File: src/rtl/spx_pkg.sv
package spx_pkg;

    localparam int DATA_W    = 16;
    localparam int FRAME_LEN = 22;
    localparam int IDX_W     = $clog2(FRAME_LEN);

    // Packed so that the first bit on the line sits at the top.
    typedef struct packed {
        logic [1:0]        start;
        logic [DATA_W-1:0] data;
        logic              par_hi;
        logic              par_lo;
        logic [1:0]        stop;
    } spx_frame_t;

    function automatic spx_frame_t spx_build(input logic [DATA_W-1:0] w);
        spx_frame_t f;
        f.start  = 2'b00;
        f.data   = w;
        f.par_hi = ^w[DATA_W-1:DATA_W/2];
        f.par_lo = ^w[DATA_W/2-1:0];
        f.stop   = 2'b11;
        return f;
    endfunction

endpackage

File: src/rtl/spx_bit_clock.sv
module spx_bit_clock #(
    parameter int DIV_W = 16
) (
    input  logic             clk,
    input  logic             rst,
    input  logic [DIV_W-1:0] div,
    input  logic             run,
    input  logic             restart,
    output logic             tick
);
    logic [DIV_W-1:0] eff_div;
    logic [DIV_W-1:0] cnt_q;

    assign eff_div = (div == '0) ? {{(DIV_W-1){1'b0}}, 1'b1} : div;
    assign tick    = run && !restart && (cnt_q == eff_div - 1'b1);

    always_ff @(posedge clk) begin
        if (rst || !run || restart || tick) begin
            cnt_q <= '0;
        end else begin
            cnt_q <= cnt_q + 1'b1;
        end
    end

    // ticks are spaced by the divider, so two in a row only when it is 1
    a_r4_tick_spacing: assert property (@(posedge clk) disable iff (rst)
        (tick && run && $stable(div)) |=> (!tick || eff_div == 1));

endmodule

File: src/rtl/spx_hold.sv
module spx_hold
    import spx_pkg::*;
(
    input  logic              clk,
    input  logic              rst,
    input  logic              sp_valid,
    input  logic [DATA_W-1:0] sp_word,
    input  logic              tx_active,
    input  logic              launch,
    output logic              held_v,
    output logic [DATA_W-1:0] held_word
);
    always_ff @(posedge clk) begin
        if (rst) begin
            held_v    <= 1'b0;
            held_word <= '0;
        end else if (sp_valid && (tx_active || held_v)) begin
            held_v    <= 1'b1;
            held_word <= sp_word;
        end else if (launch) begin
            held_v    <= 1'b0;
        end
    end

    // the newest arrival during a frame is what is held
    a_r8_newest_held: assert property (@(posedge clk) disable iff (rst)
        (sp_valid && (tx_active || held_v)) |=> (held_v && held_word == $past(sp_word)));

endmodule

File: src/rtl/spx_shifter.sv
module spx_shifter
    import spx_pkg::*;
(
    input  logic              clk,
    input  logic              rst,
    input  logic              load,
    input  logic [DATA_W-1:0] load_word,
    input  logic              tick,
    output logic              active,
    output logic              line
);
    logic [FRAME_LEN-1:0] sh_q;
    logic [IDX_W-1:0]     idx_q;

    always_ff @(posedge clk) begin
        if (rst) begin
            sh_q   <= '1;
            idx_q  <= '0;
            active <= 1'b0;
        end else if (load) begin
            sh_q   <= spx_build(load_word);
            idx_q  <= '0;
            active <= 1'b1;
        end else if (active && tick) begin
            if (idx_q == IDX_W'(FRAME_LEN - 1)) begin
                active <= 1'b0;
            end else begin
                idx_q <= idx_q + 1'b1;
                sh_q  <= {sh_q[FRAME_LEN-2:0], 1'b1};
            end
        end
    end

    assign line = active ? sh_q[FRAME_LEN-1] : 1'b1;

    // a freshly loaded frame opens with two lows and closes with two highs
    a_r2_markers: assert property (@(posedge clk) disable iff (rst)
        $rose(active) |-> (sh_q[21:20] == 2'b00 && sh_q[1:0] == 2'b11));

    // each byte with its parity bit holds an even number of ones
    a_r3_even_parity: assert property (@(posedge clk) disable iff (rst)
        $rose(active) |-> ((^{sh_q[19:12], sh_q[3]}) == 1'b0 && (^{sh_q[11:4], sh_q[2]}) == 1'b0));

endmodule

File: src/rtl/setpoint_line_tx.sv
module setpoint_line_tx
    import spx_pkg::*;
#(
    parameter int DIV_W = 16
) (
    input  logic              clk,
    input  logic              rst,
    input  logic [DIV_W-1:0]  bit_div,
    input  logic [DATA_W-1:0] sp_word,
    input  logic              sp_valid,
    output logic              line_out,
    output logic              busy
);
    logic              active;
    logic              tick;
    logic              launch;
    logic              held_v;
    logic [DATA_W-1:0] held_word;
    logic [DATA_W-1:0] launch_word;

    assign launch      = !active && (held_v || sp_valid);
    assign launch_word = held_v ? held_word : sp_word;
    assign busy        = active || held_v;

    spx_bit_clock #(.DIV_W(DIV_W)) u_clock (
        .clk     (clk),
        .rst     (rst),
        .div     (bit_div),
        .run     (active),
        .restart (launch),
        .tick    (tick)
    );

    spx_hold u_hold (
        .clk       (clk),
        .rst       (rst),
        .sp_valid  (sp_valid),
        .sp_word   (sp_word),
        .tx_active (active),
        .launch    (launch),
        .held_v    (held_v),
        .held_word (held_word)
    );

    spx_shifter u_shift (
        .clk       (clk),
        .rst       (rst),
        .load      (launch),
        .load_word (launch_word),
        .tick      (tick),
        .active    (active),
        .line      (line_out)
    );

    // with nothing to do the line rests high
    a_r1_idle_high: assert property (@(posedge clk) disable iff (rst)
        !busy |-> line_out);

    // a held word is launched the moment it is released
    a_r7_held_launch: assert property (@(posedge clk) disable iff (rst)
        ($fell(held_v) && !$past(sp_valid)) |-> active);

    // busy only drops once the frame has completed
    a_r6_busy_drop: assert property (@(posedge clk) disable iff (rst)
        $fell(busy) |-> (!active && line_out));

endmodule

File: config.mk
export PLATFORM = sky130hd
export DESIGN_NAME = setpoint_line_tx
export DESIGN_NICKNAME = d
export VERILOG_FILES = /design/src/rtl/spx_pkg.sv /design/src/rtl/spx_bit_clock.sv /design/src/rtl/spx_hold.sv /design/src/rtl/spx_shifter.sv /design/src/rtl/setpoint_line_tx.sv
export SDC_FILE = /design/constraint.sdc
export NUM_CORES = 1
export LEC_CHECK = 0
export BUFFER_PORTS_ARGS = -buffer_cell sky130_fd_sc_hd__buf_2
export CAP_MARGIN = 20
export CORE_MARGIN = 1
export CORE_UTILIZATION = 55
export DETAILED_ROUTE_END_ITERATION = 16
export HOLD_SLACK_MARGIN = 0.1
export PLACE_DENSITY = 0.79
export SKIP_LAST_GASP = 1
export SLEW_MARGIN = 20
export SYNTH_ARGS = -nofsm -noshare
export SYNTH_HDL_FRONTEND = slang
export SYNTH_SLANG_ARGS = --single-unit
File: constraint.sdc
create_clock -name clk -period 5.3 [get_ports clk]
set_input_delay 0.53 -clock clk [delete_from_list [all_inputs] [get_ports clk]]
set_output_delay 0.53 -clock clk [all_outputs]
set_load 0.02 [all_outputs]
==> Word-level counts from Yosys, hierarchy flattened <==
Index checks and enable logic that the tools add are counted.
{ "op_classes": {"n_mul": 0, "div": 0, "order_cmp": 0, "mux": 11, "eq_ne": 3, "shifts": 0, "n_bitwise": 1, "n_addsub": 3, "reduce_logical": 22} }
{ "ops": {"columns": ["cell", "count"], "rows": [
  ["$mux W22", 3],
  ["$mux W16", 2],
  ["$add A16 B1 Y16 const B", 1],
  ["$eq A16 B16 Y1", 1],
  ["$logic_not A16 Y1", 1],
  ["$reduce_xor A8 Y1", 2],
  ["$sub A16 B1 Y16 const B", 1],
  ["$mux W1", 6],
  ["$reduce_and A2 Y1", 3],
  ["$reduce_bool A2 Y1", 3],
  ["$add A5 B1 Y5 const B", 1],
  ["$eq A5 B5 Y1 const B", 1],
  ["$logic_and A1 B1 Y1", 5],
  ["$logic_or A1 B1 Y1", 5],
  ["$logic_not A1 Y1", 2],
  ["$ne A2 B2 Y1 const B", 1],
  ["$reduce_or A2 Y1", 1],
  ["$not A1 Y1", 1]
]} }
{ "totals": {"n_memories": 0, "register_bits": 59, "word_cells": 46, "ramBits": 0, "out_inout_bits": 2, "inputBits": 35, "latch_bits": 0, "romBits": 0} }

==> Logic depth before layout (Yosys ltp) <==
Gate-level depths: netlist of the first run.
{ "logic_depth": {"depth_word": 8, "ltp_mapped": 16, "mapped_depth_nobuf": 12} }

==> Hierarchy <==
A second synthesis of the first run with hierarchy kept.
{ "hier_totals": {"hier_cells": 399, "area_unflattened_um2": 3538.4} }
{ "modules_own_cells": {"columns": ["module", "seq_area_each_um2", "cells_each", "area_per_inst_um2", "n_inst"], "rows": [
  ["spx_shifter", 520.5, 152, 1365.1, 1],
  ["spx_bit_clock", 320.3, 152, 1257.5, 1],
  ["spx_hold", 340.3, 75, 658.1, 1],
  ["setpoint_line_tx", 0.0, 20, 257.7, 1]
]} }

==> Worst setup path after synthesis of the first run <==
No wires, ideal clock.
{ "synth_path": {"path_type": "input port to flip-flop", "start": "input port bit_div[4]", "end": "register u_shift.idx_q[4]", "setup_slack_ns": 1.448, "arrival_time_ns": 3.782, "required_ns": 5.230, "path_buffers": 3, "setup_time_ns": 0.070, "stages": 15, "path_cell_list": "buf_6 -> or4_4 -> buf_6 -> nor4_1 -> a21oi_1 -> ha_1 -> or3b_1 -> nor4_4 -> xor2_1 -> or3_1 -> a311oi_2 -> o2111ai_1 -> buf_4 -> or3_1 -> a21oi_1"} }
{ "synth_between": {"elab_chain_cells": 7} }
{ "synth_rtl": {"columns": ["item", "line", "source"], "rows": [
  ["from (decl)", "setpoint_line_tx.sv:8", "input logic [DIV_W-1:0] bit_div,"],
  ["$logic_not A16 Y1", "spx_bit_clock.sv:14", "assign eff_div = (div == '0) ? {{(DIV_W-1){1'b0}}, 1'b1} : div;"],
  ["$mux W16 (*)", "spx_bit_clock.sv:14", null],
  ["$sub A16 B1 Y16 (*)", "spx_bit_clock.sv:15", "assign tick = run && !restart && (cnt_q == eff_div - 1'b1);"],
  ["$eq A16 B16 Y1 (*)", "spx_bit_clock.sv:15", null],
  ["$logic_and A1 B1 Y1 (*)", "spx_bit_clock.sv:15", null],
  ["$logic_and A1 B1 Y1 (*)", "spx_shifter.sv:24", "end else if (active && tick) begin"],
  ["$reduce_and A2 Y1 (no line) (*)", null, null],
  ["to (signal assigned)", "spx_shifter.sv:28", "idx_q <= idx_q + 1'b1;"],
  ["to (decl)", "spx_shifter.sv:13", "logic [IDX_W-1:0] idx_q;"]
]} }
Every way passes the cells marked *; elsewhere a longest branch is shown, timed or not.
A chain may end at the register's enable or synchronous reset.

==> Worst setup path after layout of the first run <==
{ "layout_path": {"start": "input port bit_div[9]", "end": "register u_shift.idx_q[3]"} }
Same word-level chain as after synthesis.

==> results of run 1 <==
[power groups by stage]
| stage | logic, W | registers [W] | clock network [W] |
|---|---|---|---|
| after floorplan | 0.000119 | 0.000486 | 0 |
| after global placement | 0.000152 | 0.000493 | 0 |
| after detailed placement | 0.000156 | 0.000493 | 0 |
| after CTS | 0.000158 | 0.000483 | 0.000473 |
| after global routing | 0.000174 | 0.000486 | 0.000492 |
| final | 0.000157 | 0.000483 | 0.000467 |
[layout make-up]
class                           instances  share of cell area
Sequential cell                        59               0.316
Timing Repair Buffer                   38              0.0522
Inverter                                7             0.00702
Tap cell                               72              0.0241
Clock inverter                          4              0.0194
Clock buffer                           12              0.0415
Multi-Input combinational cell        307               0.540
[registers in the layout (all words and copies together) (netlist names)]
register          count
u_hold.held_word     16
u_shift.sh_q         20
u_shift.active        1
u_shift.idx_q         5
u_hold.held_v         1
u_clock.cnt_q        16
[cell families after synthesis]
logic type / after synthesis / synth area share
XOR/XNOR: 44 / 0.116
multiplexers: 34 / 0.103
buffers and inverters: 28 / 0.0384
adder cells (fa/ha/maj): 4 / 0.0151
AO/OA/AOI/OAI: 68 / 0.130
flip-flops: 59 / 0.356
AND/OR/NAND/NOR: 157 / 0.241
[through the flow]
step / utilization / cell area, um2
2_1_floorplan: - / 3320
3_5_place_dp: 0.619 / 3510
3_3_place_gp: 0.619 / 3510
6_report: 0.659 / 3740
5_1_grt: 0.659 / 3740
4_1_cts: 0.659 / 3740
[synthesized netlist by cell type (2+ instances only)]
master	count
or4_1	4
nor2_1	32
nand2_1	51
o31ai_1	2
buf_4	2
xor2_1	16
o21ai_0	8
or3_1	20
dfxtp_1	59
a21oi_1	23
a31oi_1	17
nand3_1	11
o41ai_1	2
inv_1	7
xnor2_1	28
mux2i_1	32
or2_2	2
and3_1	5
buf_6	2
clkbuf_1	16
a211oi_1	5
nor4_1	6
nor3b_1	2
and2_1	3
ha_1	4
nand4b_1	2
nor3_1	7
o2111ai_1	3
nor2b_1	2
[worst reg2reg max path: cells and delay by family (launching register included)]
family / cells / cell delay [ns]
compound gates: 4 / 0.71
simple gates: 3 / 1.10
buf+inv: 1 / 0.27
flops: 1 / 0.38
xor+xnor: 1 / 0.10
[worst max path at each step]
| stage | startpoint | to | cells past startpoint |
|---|---|---|---|
| 2_1_floorplan | bit_div[4] | u_shift.idx_q[4] | 15 |
| 3_3_place_gp | bit_div[9] | u_shift.idx_q[4] | 14 |
| 3_5_place_dp | bit_div[9] | u_shift.idx_q[3] | 14 |
| 4_1_cts | bit_div[9] | u_shift.idx_q[3] | 14 |
| 5_1_grt | bit_div[9] | u_shift.idx_q[4] | 14 |
| 6_report | bit_div[9] | u_shift.idx_q[3] | 14 |
[layer usage]
metal / routed length [um] / vias to the layer above / global-route usage
met5: 0 / - / 0
met4: 142 / 0 / 0.109
met3: 281 / 11 / 0.0514
met2: 3350 / 59 / 0.403
met1: 3200 / 1340 / 0.272
li1: - / 1462 / -
==> results.py, run 1 <==
metrics = {
    "synthesis": {
        "yosysUniqueCellTypes": 50,
        "synth_seq_cells": 59,
        "synth_area_leaders": "dfxtp_1 36%, mux2i_1 9.6%, xnor2_1 7.4%",
        "syn_inst": 394,
        "syn_area_per_cell_um2": 8.43,
        "synth_enable_flop_cells": 0,
        "netlist.area_leader.share": 0.356,
        "mappedNetlistArea_mm2": 0.00332,
        "yosysWarnings": 0,
        "yosysSeqAreaShare": 0.356,
        "synth_nets": 433,
        "ys.flop_type": "dfxtp_1",
        "async_flop_share": 0,
        "yosys.area.top_type": "dfxtp_1",
    },
    "sta": {
        "post-route-worst-setup-slack_ns": 1.25,
        "setup_tns_ns": 0,
        "clock_skew_ns": 0.0108,
        "rsz0062_at_grt": "false",
        "whs_ns": 0.429,
        "finalSetupViolations": 0,
        "finalCriticalPeriod_ns": 4.05,
        "drv_slew": 0,
        "worst_pin_slew_ns": 0.976,
        "slew-limit-headroom": 0.348,
        "max_freq_ghz": 0.247,
        "hold_violations": 0,
        "period_share": 0.764,
    },
    "placement": {
        "post-place-ws_ns": 0.931,
        "io_buffers": 36,
        "dp.cells": 483,
        "dp_hpwl_mm": 4.75,
        "gp_congestion": 0.831,
    },
    "cells_and_area": {
        "fillers": 492,
        "syn2layout_area_growth_pct": 12.7,
        "final_cell_mix": "59 x dfxtp_1, 51 x nand2_1, 36 x buf_2, 32 x mux2i_1, 31 x nor2_1",
        "drive_above_1_share": 0.148,
        "multiInputGateArea_mm2": 0.00202,
        "antenna_cells": 0,
        "final_cells": 499,
        "final_nets": 461,
        "seq_area_mm2": 0.00118,
        "layout_commonest_cell": "dfxtp_1",
    },
    "worst_setup_path": {
        "required_ns": 5.57,
        "crit_buf_inv": 2,
        "critPathMaxStageDelay_ns": 0.61,
        "start_kind": "input pin",
        "rr_worst_depth": 9,
        "critPathCaptureType": "register",
        "rr_endpoint": "u_shift.idx_q[3]",
        "worstSetupPathType": "in2reg",
        "crit_slowest_cell": "or4_1",
        "path_delay_family": "simple AND/OR/NAND/NOR gates",
        "path_cells": "buf_2 > or4_1 > nor4_1 > a21oi_1 > ha_1 > or3b_1 > nor4_4 > xor2_1 > or3_1 > a311oi_2 > o2111ai_2 > buf_4 > or3_1 > a21oi_1",
        "crit_arrival_ns": 4.32,
        "crit_path_max_fanout": 30,
        "ff2ff_setup_slack_ns": 2.66,
        "r2r-start": "u_clock.cnt_q[6]",
    },
    "clock_tree": {
        "cts_setup_buffers": 0,
        "clk_path_buf_depth": 2,
        "cts_made_buffers": 9,
        "root_buffer": "clkbuf_8",
        "cts_tree": "done",
        "cts_max_level": 3,
        "cts_sinks": 59,
        "hold_buffers": 0,
        "insertion_delay_ns": 0.34,
        "cts_resized": 0,
        "clkTransAtPathRegs_ns": 0.07,
    },
    "pwr": {
        "comb_power_share": 0.142,
        "sw_frac_of_total": 0.253,
        "power.density_mw_per_mm2": 296,
        "p_switching_w": 0.000281,
        "cell_internal_pwr_w": 0.000827,
        "irDropWorstVdd_mv": 0.239,
        "power.leakage_nw": 1.40,
        "seq_power_share": 0.437,
        "total_power_w": 0.00111,
        "p_clk_frac": 0.422,
    },
    "hold_path": {
        "hp-class": "in2reg",
        "min_path_cells": 3,
        "hold_start": "sp_word[0]",
        "holdPathEnd": "u_hold.held_word[0]",
    },
    "global_routing": {
        "grt_max_degree": 39,
        "antenna_found_initial": 0,
        "grt_use_total": 0.233,
        "grt_overflow": 0,
        "grt_pass1_vias": 2606,
        "grt_pass1_wl_mm": 11.4,
    },
    "drt": {
        "dr.pass1.iters": 4,
        "drtIter0Drc": 146,
        "wl_per_cell_um": 14.0,
        "vias": 2872,
        "ant_nets": 0,
        "drc": 0,
        "routed_wl_mm": 6.97,
        "vias_per_cell": 5.76,
    },
    "floorplanning": {
        "num_rows": 27,
        "die_area_mm2": 0.00635,
        "fp.dieH_um": 79.7,
        "pin_count": 37,
        "core_mm2": 0.00568,
        "start_util": 0.585,
        "die_w_um": 79.7,
    },
    "outcome": {
        "status": "finished, final reports clean",
    },
    "job": {
        "cap_violations": 0,
    },
}
No activity file was read; power rests on OpenSTA's default activity.
==> run 2, diff against run 1 <==
- clock period: 5.3 -> 4.18 ns (I/O delays scaled with it)
==> run 2 against run 1 <==
  * Global-route usage is 0.90 points higher
  * Critical path depth fell by 1
  * Non-clock buffer count is 6 higher
  * Sequential power increased by 26%
  * Clock skew is 0.0033 ns lower
  * Sequential cell count unchanged
  * Critical endpoint unchanged
  * Highest routed layer unchanged
==> results.py, run 2 (same netlist as run 1, synthesis figures left out) <==
metrics = {
    "global_routing": {
        "grt_max_degree": 39,
        "grt_pass1_vias": 2768,
        "grt_overflow": 0,
        "grt_pass1_wl_mm": 12.0,
        "antenna_found_initial": 0,
        "grt_use_total": 0.242,
    },
    "clock_tree": {
        "cts_made_buffers": 9,
        "cts_resized": 0,
        "root_buffer": "clkbuf_8",
        "clk_path_buf_depth": 2,
        "clkTransAtPathRegs_ns": 0.07,
        "cts_setup_buffers": 0,
        "cts_tree": "done",
        "cts_sinks": 59,
        "hold_buffers": 0,
        "insertion_delay_ns": 0.34,
        "cts_max_level": 3,
    },
    "cells_and_area": {
        "final_cell_mix": "59 x dfxtp_1, 51 x nand2_1, 36 x buf_2, 32 x mux2i_1, 31 x nor2_1",
        "antenna_cells": 0,
        "top_regs": "u_shift.sh_q (20), u_clock.cnt_q (16), u_hold.held_word (16)",
        "regMostFlops": "u_shift.sh_q",
        "syn2layout_area_growth_pct": 14.0,
        "layout_commonest_cell": "dfxtp_1",
        "largest_reg_flops": 20,
        "drive_above_1_share": 0.162,
        "final_nets": 467,
    },
    "drt": {
        "vias_per_cell": 5.76,
        "wl_per_cell_um": 13.7,
        "ant_nets": 0,
        "drtIter0Drc": 102,
        "vias": 2907,
        "routed_wl_mm": 6.94,
        "dr.pass1.iters": 4,
        "drc": 0,
    },
    "worst_setup_path": {
        "required_ns": 4.44,
        "start_kind": "input pin",
        "crit_arrival_ns": 4.03,
        "critPathCaptureType": "register",
        "worstSetupPathType": "in2reg",
        "crit_path_max_fanout": 9,
    },
    "sta": {
        "drv_slew": 0,
        "finalSetupViolations": 0,
        "finalCriticalPeriod_ns": 3.77,
        "max_freq_ghz": 0.266,
        "clock_skew_ns": 0.00755,
        "setup_tns_ns": 0,
        "worst_pin_slew_ns": 0.625,
        "rsz0062_at_grt": "false",
        "hold_violations": 0,
        "whs_ns": 0.321,
        "period_share": 0.901,
        "slew-limit-headroom": 0.578,
    },
    "floorplanning": {
        "fp.dieH_um": 79.7,
        "pin_count": 37,
        "die_w_um": 79.7,
        "die_area_mm2": 0.00635,
        "core_mm2": 0.00568,
        "start_util": 0.585,
        "num_rows": 27,
    },
    "pwr": {
        "irDropWorstVdd_mv": 0.304,
        "power.density_mw_per_mm2": 370,
        "power.leakage_nw": 1.43,
    },
    "placement": {
        "dp_hpwl_mm": 5.01,
        "gp_congestion": 0.918,
        "io_buffers": 36,
    },
    "hold_path": {
        "hp-class": "in2reg",
    },
    "outcome": {
        "status": "finished, final reports clean",
    },
    "job": {
        "cap_violations": 0,
    },
}
run 2: worst paths after layout:
path	end	depth (start not counted)	from	slack, ns
setup / recovery	u_shift.idx_q[3]	13	bit_div[9]	0.41
hold / removal	u_hold.held_word[3]	3	sp_word[3]	0.32
setup reg to reg	u_shift.idx_q[3]	8	u_clock.cnt_q[6]	1.48
hold reg to reg	u_hold.held_word[14]	2	u_hold.held_word[14]	0.45
run 2: critical path, cell delays in order:
cell	delay, ns
buf_2	0.14
or4_1	0.54
nor4_1	0.34
a21oi_1	0.14
ha_1	0.25
or3b_1	0.31
nor4_4	0.08
xor2_1	0.15
or3_1	0.39
a311oi_2	0.34
o2111ai_2	0.33
or3_1	0.43
a21oi_1	0.17
run 2: area by class of cell:
cell class / count / area, um2
fillers: 513 / 1890
flip-flops and latches: 59 / 1180
clock inverters: 5 / 75.1
clock buffers: 11 / 151
repair buffers: 44 / 240
multi-input cells: 307 / 2020
well taps: 72 / 90.1
inverters: 7 / 26.3
run 2: power breakdown:
| part | internal, W | total [W] | leakage, nW | switching (W) |
|---|---|---|---|---|
| sequential | 0.000595 | 0.000609 | 0.482 | 0.0000147 |
| combinational | 0.0000884 | 0.000207 | 0.832 | 0.000119 |
| clock | 0.000365 | 0.000584 | 0.119 | 0.000219 |
run 2: per-layer routing:
layer / part of all wire / vias to the layer above / GRT usage
met5: 0 / - / 0
li1: - / 1473 / -
met1: 0.45 / 1362 / 0.296
met3: 0.044 / 12 / 0.0663
met4: 0.015 / 0 / 0.0964
met2: 0.49 / 60 / 0.400
run 2: metrics by stage:
step,power [W],std cells,cell area (um2),utilization,setup WS (ns)
6_report,0.00140,505,3790,0.667,0.414
5_1_grt,0.00146,505,3790,0.667,0.0517
4_1_cts,0.00142,505,3790,0.667,0.465
3_5_place_dp,0.000828,489,3560,0.627,0.117
3_3_place_gp,0.000821,489,3560,0.627,0.229
2_1_floorplan,0.000767,394,3320,-,0.440
